## src/rtl/fip_pkg.sv

```systemverilog
package fip_pkg;

  // Width of an output pulse in ticks for a given prescale value.
  function automatic int unsigned pulse_ticks(input int unsigned prsc);
    return (prsc < 2) ? 1 : prsc;
  endfunction

  // Number of ticks between firings for an interval and a tick period.
  function automatic longint unsigned ticks_per_period(input longint unsigned ivl,
                                                       input longint unsigned per);
    return (ivl + per - 1) / per + 1;
  endfunction

endpackage

```

## src/rtl/fip_interval_counter.sv

```systemverilog
module fip_interval_counter #(
  parameter int CNT_W = 32,
  parameter int PER_W = 8
) (
  input  logic             clk,
  input  logic             rst_n,
  input  logic             tick,
  input  logic [PER_W-1:0] tick_ns,
  input  logic             wr_en,
  input  logic [CNT_W-1:0] wr_data,
  output logic [CNT_W-1:0] cnt_q,
  output logic [CNT_W-1:0] ivl_q,
  output logic             fire
);

  localparam logic [CNT_W-1:0] CNT_MAX = {CNT_W{1'b1}};

  // Saturating add so that a large interval never wraps the count.
  function automatic logic [CNT_W-1:0] sat_add(input logic [CNT_W-1:0] a,
                                               input logic [PER_W-1:0] b);
    logic [CNT_W:0] s;
    s = {1'b0, a} + {{(CNT_W+1-PER_W){1'b0}}, b};
    return s[CNT_W] ? CNT_MAX : s[CNT_W-1:0];
  endfunction

  logic enabled;
  assign enabled = (ivl_q != '0);
  assign fire    = tick && !wr_en && enabled && (cnt_q >= ivl_q);

  always_ff @(posedge clk) begin
    if (!rst_n) begin
      ivl_q <= '0;
      cnt_q <= '0;
    end else if (wr_en) begin
      ivl_q <= wr_data;
      cnt_q <= '0;
    end else if (tick) begin
      if (!enabled || fire) cnt_q <= '0;
      else                  cnt_q <= sat_add(cnt_q, tick_ns);
    end
  end

endmodule

```

## src/rtl/fip_width_timer.sv

```systemverilog
module fip_width_timer #(
  parameter int PRSC_W = 16
) (
  input  logic              clk,
  input  logic              rst_n,
  input  logic              tick,
  input  logic              fire,
  input  logic              restart,
  input  logic [PRSC_W-1:0] prescale,
  output logic              pulse,
  output logic              evt
);

  logic [PRSC_W-1:0] left_q;

  always_ff @(posedge clk) begin
    if (!rst_n) begin
      pulse  <= 1'b0;
      evt    <= 1'b0;
      left_q <= '0;
    end else begin
      evt <= fire;
      if (restart) begin
        pulse  <= 1'b0;
        left_q <= '0;
      end else if (fire) begin
        pulse  <= 1'b1;
        left_q <= PRSC_W'(fip_pkg::pulse_ticks(32'(prescale)));
      end else if (tick && pulse) begin
        if (left_q <= 1) begin
          pulse  <= 1'b0;
          left_q <= '0;
        end else begin
          left_q <= left_q - 1'b1;
        end
      end
    end
  end

endmodule

```

## src/rtl/fixed_interval_pulser.sv

```systemverilog
module fixed_interval_pulser #(
  parameter int NUM_GEN = 3,
  parameter int CNT_W   = 32,
  parameter int PRSC_W  = 16,
  parameter int PER_W   = 8
) (
  input  logic               clk,
  input  logic               rst_n,
  input  logic               tick,
  input  logic [PER_W-1:0]   tick_ns,
  input  logic [PRSC_W-1:0]  prescale,
  input  logic [NUM_GEN-1:0] wr_en,
  input  logic [CNT_W-1:0]   wr_data,
  output logic [NUM_GEN-1:0] pulse_o,
  output logic [NUM_GEN-1:0] event_o
);

  localparam int GEN_N = (NUM_GEN < 2) ? 2 : ((NUM_GEN > 3) ? 3 : NUM_GEN);

  // Internal events brought out for the checker.
  logic [NUM_GEN-1:0]            fire_v;
  logic [NUM_GEN-1:0][CNT_W-1:0] cnt_all;
  logic [NUM_GEN-1:0][CNT_W-1:0] ivl_all;

  for (genvar g = 0; g < NUM_GEN; g++) begin : g_gen
    if (g < GEN_N) begin : g_on
      fip_interval_counter #(.CNT_W(CNT_W), .PER_W(PER_W)) u_cnt (
        .clk     (clk),
        .rst_n   (rst_n),
        .tick    (tick),
        .tick_ns (tick_ns),
        .wr_en   (wr_en[g]),
        .wr_data (wr_data),
        .cnt_q   (cnt_all[g]),
        .ivl_q   (ivl_all[g]),
        .fire    (fire_v[g])
      );
      fip_width_timer #(.PRSC_W(PRSC_W)) u_wid (
        .clk      (clk),
        .rst_n    (rst_n),
        .tick     (tick),
        .fire     (fire_v[g]),
        .restart  (wr_en[g]),
        .prescale (prescale),
        .pulse    (pulse_o[g]),
        .evt      (event_o[g])
      );
    end else begin : g_off
      assign cnt_all[g] = '0;
      assign ivl_all[g] = '0;
      assign fire_v[g]  = 1'b0;
      assign pulse_o[g] = 1'b0;
      assign event_o[g] = 1'b0;
    end
  end

endmodule

```

## config.mk

```make
export PLATFORM = sky130hd
export DESIGN_NAME = fixed_interval_pulser
export DESIGN_NICKNAME = d
export VERILOG_FILES = /design/src/rtl/fip_pkg.sv /design/src/rtl/fip_interval_counter.sv /design/src/rtl/fip_width_timer.sv /design/src/rtl/fixed_interval_pulser.sv
export SDC_FILE = /design/constraint.sdc
export NUM_CORES = 1
export LEC_CHECK = 0
export ABC_AREA = 0
export BUFFER_PORTS_ARGS = -buffer_cell sky130_fd_sc_hd__buf_2
export CORE_MARGIN = 2
export CORE_UTILIZATION = 40
export DETAILED_ROUTE_END_ITERATION = 16
export SYNTH_ARGS = -nofsm -noshare
export SYNTH_HDL_FRONTEND = slang
export SYNTH_SLANG_ARGS = --single-unit
```

## constraint.sdc

```tcl
create_clock -name clk -period 2.8 [get_ports clk]
set_input_delay 0 -clock clk [delete_from_list [all_inputs] [get_ports clk]]
set_output_delay 0 -clock clk [all_outputs]
set_load 0.02 [all_outputs]
```

==> results of run 1 <==
## worst max-delay path, delay by kind of cell (launching register included)
kind	cells	cell delay (ps)
flip-flops	1	330
adder cells (fa/ha/maj)	1	280
buffers and inverters	5	640
AND/OR/NAND/NOR	2	220
AO/OA/AOI/OAI	5	1120
## layout by cell type, fill, tap and decap left out, drive strengths merged, types with 55 or more instances in the layout
cell	Yosys	routed
a21oi	134	134
nand2	120	120
mux2i	108	108
ha	126	126
buf	26	154
o21ai	167	167
nor2	231	231
dfxtp	246	246
inv	136	136
nor3	55	55
## registers in the layout, summed over array words and instances, names as in the netlist
| register | flops |
|---|---|
| g_gen.g_on.u_wid.left_q | 48 |
| g_gen.g_on.u_wid.evt | 3 |
| g_gen.g_on.u_wid.pulse | 3 |
| g_gen.g_on.u_cnt.ivl_q | 96 |
| g_gen.g_on.u_cnt.cnt_q | 96 |
## path summary, 6_finish.rpt
| check | startpoint | end | cells after the start |
|---|---|---|---|
| worst min register to register | g_gen[0].g_on.u_cnt.cnt_q[7]$_SDFFE_PP0P_ | g_gen[0].g_on.u_cnt.cnt_q[7]$_SDFFE_PP0P_ | 2 |
| worst min-delay path | tick_ns[1] | g_gen[0].g_on.u_cnt.cnt_q[1]$_SDFFE_PP0P_ | 4 |
| worst max register to register | g_gen[0].g_on.u_cnt.cnt_q[0]$_SDFFE_PP0P_ | g_gen[0].g_on.u_wid.left_q[15]$_SDFFE_PP0P_ | 13 |
| worst max-delay path | g_gen[0].g_on.u_cnt.cnt_q[0]$_SDFFE_PP0P_ | g_gen[0].g_on.u_wid.left_q[15]$_SDFFE_PP0P_ | 13 |
## cells in the mapped netlist, drive strengths merged (36+ instances only)
library cell	count	area [sq um]
a21oi	134	671
nor3	55	297
o21ai	167	836
nor4	47	315
nand2	120	450
dfxtp	246	4920
nand2b	36	225
ha	126	1580
inv	136	510
clkbuf	66	258
nor2	231	867
nand3	50	255
mux2i	108	1080
## power groups by stage
stage / logic [mW] / registers [mW] / clock network [mW]
floorplan: 0.615 / 3.73 / 0
CTS: 1.00 / 3.69 / 3.99
global route: 1.14 / 3.70 / 4.14
global placement: 0.916 / 3.76 / 0
finish: 1.04 / 3.69 / 3.92
detailed placement: 0.937 / 3.76 / 0
## timing repair
| action | CTS | global route |
|---|---|---|
| pin swaps | 2 | 10 |
| resized for setup | 1 | 27 |
| endpoints found under the setup margin | 50 | 123 |
| cloned | 0 | 1 |
| setup buffers | 3 | 2 |
| endpoints found under the hold margin | 147 | 0 |
| hold buffers | 52 | 0 |
## through the flow
step	cell area (sq um)	instances	setup TNS [ps]	hold WS [ps]	setup slack, ps
floorplan	15200	1909	0	130	249
global placement	16500	2477	-420	310	-42.8
detailed placement	16500	2477	-2240	320	-140
CTS	18000	2587	0	33.8	2.13
global route	18200	2590	-126	129	-23.9
finish	18200	2590	0	109	87.0
## metal layers
layer | up-vias | share of wire, %
li1 | 7176 | -
met5 | - | 0
met2 | 379 | 46
met4 | 0 | 2.7
met3 | 79 | 5.0
met1 | 6829 | 47
## area by class of cell
type,count,area [sq um]
inverter,136,510
multi-input combinational,1435,9430
fill,3665,19300
clock buffer,41,842
sequential,246,4930
clock inverter,14,146
timing repair buffer,207,1700
tap,511,639
## logic make-up (layout without fill, tap and decap cells)
logic type / count (synthesis) / in the layout
and+or+nand+nor: 657 / 657
AOI/OAI and AO/OA: 524 / 524
DFF: 246 / 246
buffers and inverters: 228 / 398
adders and majority gates: 129 / 129
muxes: 108 / 108
xor gates and xnor gates: 17 / 17
==> reports/results.ini, run 1 <==
[status]
status=complete, no violations

[grt]
antenna_found_initial=0
first_global_vias=13694
busiest_layer=met2
grt_first_pass_wirelength_um=71900
met2_usage_pct=37.0
met3_usage_pct=2.78
grt.overflow.total=0
grt_use_total_pct=22.5
use_met1_pct=31.1
grt_max_degree=73

[timing]
min_period_ps=2710
tightestPinTransition_ps=1000
period_share_pct=96.9
slew_headroom_pct=33.1
fmaxAchievable_mhz=369
slew_violations=0
setup_viol=0
finClkSkew_ps=29.6
hold_viol=0

[yosys]
synth.area.mux_share_pct=7.13
async_flop_share_pct=0
synth_area_sq_um=15200
seq_area_frac_synth_pct=32.5
synth_simple_gate_area_share_pct=21.1
yosysWarnings=0
synthCells=1909
ys_types=78
synth.net_count=2100
ys_seq_elements=246
synth_fa_ha_area_share_pct=10.8
synth_compound_area_share_pct=21.4
synth_edf_count=0
synth_flop_cell=dfxtp_1
synth_top_family_by_area=compound AO/OA/AOI/OAI gates
synth_area_per_cell_sq_um=7.94
yosys.area_share.xor_xnor_pct=0.982

[routing]
first_pass_iters=5
ant_nets=0
routed_wirelength_um=45000
drc_errors=0
vias_per_cell=5.58
route.vias.total=14463
routedWlPerCell_um=17.4
drt_iter0_drc=1191

[cells_and_area]
fin_nets=2247
n_antenna_cell=0
fin_util_pct=48.5
synthToLayoutAreaGrowth_pct=20.0
drive_above_1_share_pct=12.5

[clocking]
cts.sinks=246
max-clock-path-buffers=3
clk_latency_ps=580
clkSlewWorstSetupHoldPaths_ps=60
cts_tree=done
numCtsBuffers=30
root_buffer=clkbuf_16
htreeDepth=1

[die]
dieHeight_um=199
initial_core_util_pct=40.4
rows=71
coreArea_sq_um=37500
die_area_sq_um=39500
ios=68
die_w_um=199

[power_and_ir_drop]
power_switching_mw=2.32
power_leakage_nw=7.58
power_frac_comb_pct=12.0
total_power_mw=8.65
swShare_pct=26.8
p_per_area_nw_per_um2=475
p_seq_share_pct=42.7
p_clk_share_pct=45.3
ir_drop_v=0.000472
p_int_mw=6.33

[flow_run]
cap_violations=0

[worst_hold_path]
hold_path_class=primary input to flop

[critical_path]
cp_slowest_cell=dfxtp_1
cp_max_fo=14
setup.worst_path.class=flop to flop
end_kind=flop
path_cells=inv_1, ha_1, nand2b_1, a2111oi_4, o211a_1, o21ai_1, a311oi_2, buf_4, buf_4, nor2_4, buf_12, buf_4, a211oi_1
arrival_ps=3180
path_common_cell=buf_4
slowest_delay_ps=330
r2r_slack_ps=90
startpoint_type=flop
crit_required_ps=3260

[place]
dp_hpwl_um=32600
io_buffers=67
globalplace.congestion=0.855

No activity file was read; power rests on OpenSTA's default activity.
==> run 2, diff against run 1 <==
--- a/config.mk
+++ b/config.mk
@@ -10,6 +10,7 @@
 export CORE_MARGIN = 2
 export CORE_UTILIZATION = 40
 export DETAILED_ROUTE_END_ITERATION = 16
+export GPL_TIMING_DRIVEN = 0
 export SYNTH_ARGS = -nofsm -noshare
 export SYNTH_HDL_FRONTEND = slang
 export SYNTH_SLANG_ARGS = --single-unit
==> constraint.sdc (replaced) <==
create_clock -name clk -period 2.8 [get_ports clk]
set_input_delay 0.14 -clock clk [delete_from_list [all_inputs] [get_ports clk]]
set_output_delay 0.14 -clock clk [all_outputs]
set_load 0.02 [all_outputs]
==> run 2 against run 1 <==
Net effect: hold slack got worse by 59 ps; utilization rose by 0.28 points; clock-buffer cell count fell by 2; final area rose by 0.57%; critical path depth fell by 1; combinational power barely moved; critical path type unchanged.
==> reports/results.ini, run 2 (same netlist as run 1, synthesis figures left out) <==
[place]
globalplace.congestion=0.912  ; was 0.855
placed_cell_area_sq_um=16100  ; was 16,500 sq um
dp_hpwl_um=34800  ; was 32,600 um
io_buffers=64  ; was 67

[critical_path]
cp_max_fo=10  ; was 14
startpoint_type=flop  ; unchanged
arrival_ps=3190  ; was 3180 ps
path_cells=inv_1, ha_1, a21o_1, a21oi_2, a2111o_1, o21ai_4, a311oi_4, buf_6, nor2_4, buf_4, nand3_1, o31ai_1  ; was inv_1, ha_1, nand2b_1, a2111oi_4, o211a_1, o21ai_1, a311oi_2, buf_4, buf_4, nor2_4, buf_12, buf_4, a211oi_1
r2r_end=g_gen[0].g_on.u_wid.left_q[3]$_SDFFE_PP0P_  ; was g_gen[0].g_on.u_wid.left_q[15]$_SDFFE_PP0P_
crit_path_start=g_gen[0].g_on.u_cnt.ivl_q[6]$_SDFFE_PN0P_  ; was g_gen[0].g_on.u_cnt.cnt_q[0]$_SDFFE_PP0P_
crit_required_ps=3260  ; about the same
r2r_slack_ps=70  ; was 90 ps
setup.worst_path.class=flop to flop  ; unchanged
end_kind=flop  ; unchanged
worst_r2r_startpoint=g_gen[0].g_on.u_cnt.ivl_q[6]$_SDFFE_PN0P_  ; was g_gen[0].g_on.u_cnt.cnt_q[0]$_SDFFE_PP0P_
slowest_delay_ps=410  ; was 330 ps
rr_worst_depth=12  ; was 13
cp_slowest_cell=a2111o_1  ; was dfxtp_1
endpoint=g_gen[0].g_on.u_wid.left_q[3]$_SDFFE_PP0P_  ; was g_gen[0].g_on.u_wid.left_q[15]$_SDFFE_PP0P_

[routing]
drc_errors=0  ; unchanged
routedWlPerCell_um=18.0  ; was 17.4 um
first_pass_iters=5  ; unchanged
routed_wirelength_um=47100  ; was 45,000 um
ant_nets=0  ; unchanged
drt_iter0_drc=1014  ; was 1,191
vias_per_cell=5.59  ; was 5.58
route.vias.total=14613  ; was 14,463

[flow_run]
cap_violations=0  ; unchanged

[timing]
setup_viol=0  ; unchanged
finClkSkew_ps=28.9  ; was 29.6 ps
slew_headroom_pct=20.6  ; was 33.1%
hold_viol=0  ; unchanged
slew_violations=0  ; unchanged
fmaxAchievable_mhz=366  ; was 369 MHz
min_period_ps=2730  ; was 2710 ps
tightestPinTransition_ps=1190  ; was 1000 ps
period_share_pct=97.5  ; was 96.9%
rsz0062_at_grt=yes

[clocking]
clkSlewWorstSetupHoldPaths_ps=60  ; about the same
cts.sinks=246  ; unchanged
root_buffer=clkbuf_16  ; unchanged
htreeDepth=1  ; unchanged
cts_tree=done  ; unchanged
numCtsBuffers=29  ; was 30
clk_latency_ps=580  ; about the same
max-clock-path-buffers=3  ; unchanged

[grt]
grt_use_total_pct=23.6  ; was 22.5%
antenna_found_initial=2  ; was 0
grt.overflow.total=0  ; unchanged
grt_max_degree=15  ; was 73
first_global_vias=13673  ; was 13,694
grt_first_pass_wirelength_um=73800  ; was 71,900 um

[status]
status=complete, no violations  ; unchanged

[cells_and_area]
synthToLayoutAreaGrowth_pct=20.7  ; was 20.0%
fin_nets=2268  ; was 2,247
final_cell_mix=dfxtp_1, nor2_1, o21ai_0, inv_1, a21oi_1  ; unchanged
reg_top3=g_gen.g_on.u_cnt.cnt_q (96), g_gen.g_on.u_cnt.ivl_q (96), g_gen.g_on.u_wid.left_q (48)  ; unchanged
fin_util_pct=48.8  ; was 48.5%
drive_above_1_share_pct=12.5  ; about the same
stdcell_area_sq_um=18300  ; was 18,200 sq um
mostFrequentLayoutCell=dfxtp_1  ; unchanged

[die]
die_w_um=199  ; unchanged
ios=68  ; unchanged
coreArea_sq_um=37500  ; unchanged
rows=71  ; unchanged
dieHeight_um=199  ; unchanged
die_area_sq_um=39500  ; unchanged
initial_core_util_pct=40.4  ; unchanged

[power_and_ir_drop]
total_power_mw=9.03  ; was 8.65 mW
p_per_area_nw_per_um2=493  ; was 475 nW/um^2
power_leakage_nw=7.53  ; was 7.58 nW
ir_drop_v=0.000497  ; was 0.000472 V

[worst_hold_path]
hold_path_class=primary input to flop  ; unchanged

## run 2: changes by cell type in the layout (fill, tap and decap cells not counted), sizes merged
cell and change:
dlygate4sd3 -3, inv +1, clkinv -4, diode +1, bufinv +5, clkinvlp -1, buf -31, clkbuf +54
## run 2: layer usage
layer | up-vias | share of wire [%] | global-route usage, %
li1 | 7223 | - | -
met1 | 6909 | 46 | 31.9
met2 | 399 | 46 | 38.9
met3 | 82 | 5.0 | 2.98
met4 | 0 | 3.2 | 7.74
met5 | - | 0 | 0
## run 2: timing repair
item	4_1_cts	5_1_grt
gates resized for setup	49	89
pin swaps	7	17
endpoints found under the hold margin	140	0
cloned	0	1
setup buffers	6	19
endpoints found under the setup margin	147	137
hold buffers	49	0
## run 2: area by class of cell
type	instances	area (sq um)
Inverter	136	510
Tap cell	511	639
Fill cell	3708	19200
Clock inverter	15	259
Buffer	90	518
Multi-Input combinational cell	1435	9600
Sequential cell	246	4940
Antenna cell	1	2.50
Timing Repair Buffer	139	1030
Clock buffer	39	813
## run 2: how the worst min path moves through the flow
| stage | from | to | slack, ps | cells past startpoint |
|---|---|---|---|---|
| 2_1_floorplan | prescale[10] | g_gen[0].g_on.u_wid.left_q[10]$_SDFFE_PP0P_ | 270 | 2 |
| 3_5_place_dp | wr_data[27] | g_gen[0].g_on.u_cnt.ivl_q[27]$_SDFFE_PN0P_ | 430 | 3 |
| 6_report | prescale[0] | g_gen[0].g_on.u_wid.left_q[0]$_SDFFE_PP0P_ | 50 | 3 |
| 5_1_grt | prescale[0] | g_gen[0].g_on.u_wid.left_q[0]$_SDFFE_PP0P_ | 60 | 3 |
| 3_3_place_gp | wr_data[19] | g_gen[1].g_on.u_cnt.ivl_q[19]$_SDFFE_PN0P_ | 430 | 3 |
| 4_1_cts | tick_ns[0] | g_gen[0].g_on.u_cnt.cnt_q[0]$_SDFFE_PP0P_ | 20 | 4 |
## run 2: through the flow
stage | hold WS [ps] | worst slack (ps) | setup TNS, ps | std cells
final | 49.6 | 69.4 | 0 | 2612
after global routing | 59.5 | -35.5 | -135 | 2612
after CTS | 18.4 | 2.50 | 0 | 2592
after detailed placement | 432 | -722 | -48700 | 2484
after global placement | 434 | -708 | -44860 | 2484
after floorplan | 270 | 249 | 0 | 1909
## run 2: worst max-delay path, delay by kind of cell (launching register included)
kind / cells / cell delay [ps]
AO/OA/AOI/OAI: 6 / 1070
adder cells (fa/ha/maj): 1 / 290
AND/OR/NAND/NOR: 2 / 390
flip-flops: 1 / 360
buffers and inverters: 3 / 480
## run 2: where the power goes
group	switching [mW]	internal (mW)
clock network	1.60	2.67
registers	0.101	3.60
logic	0.612	0.440
total	2.31	6.72
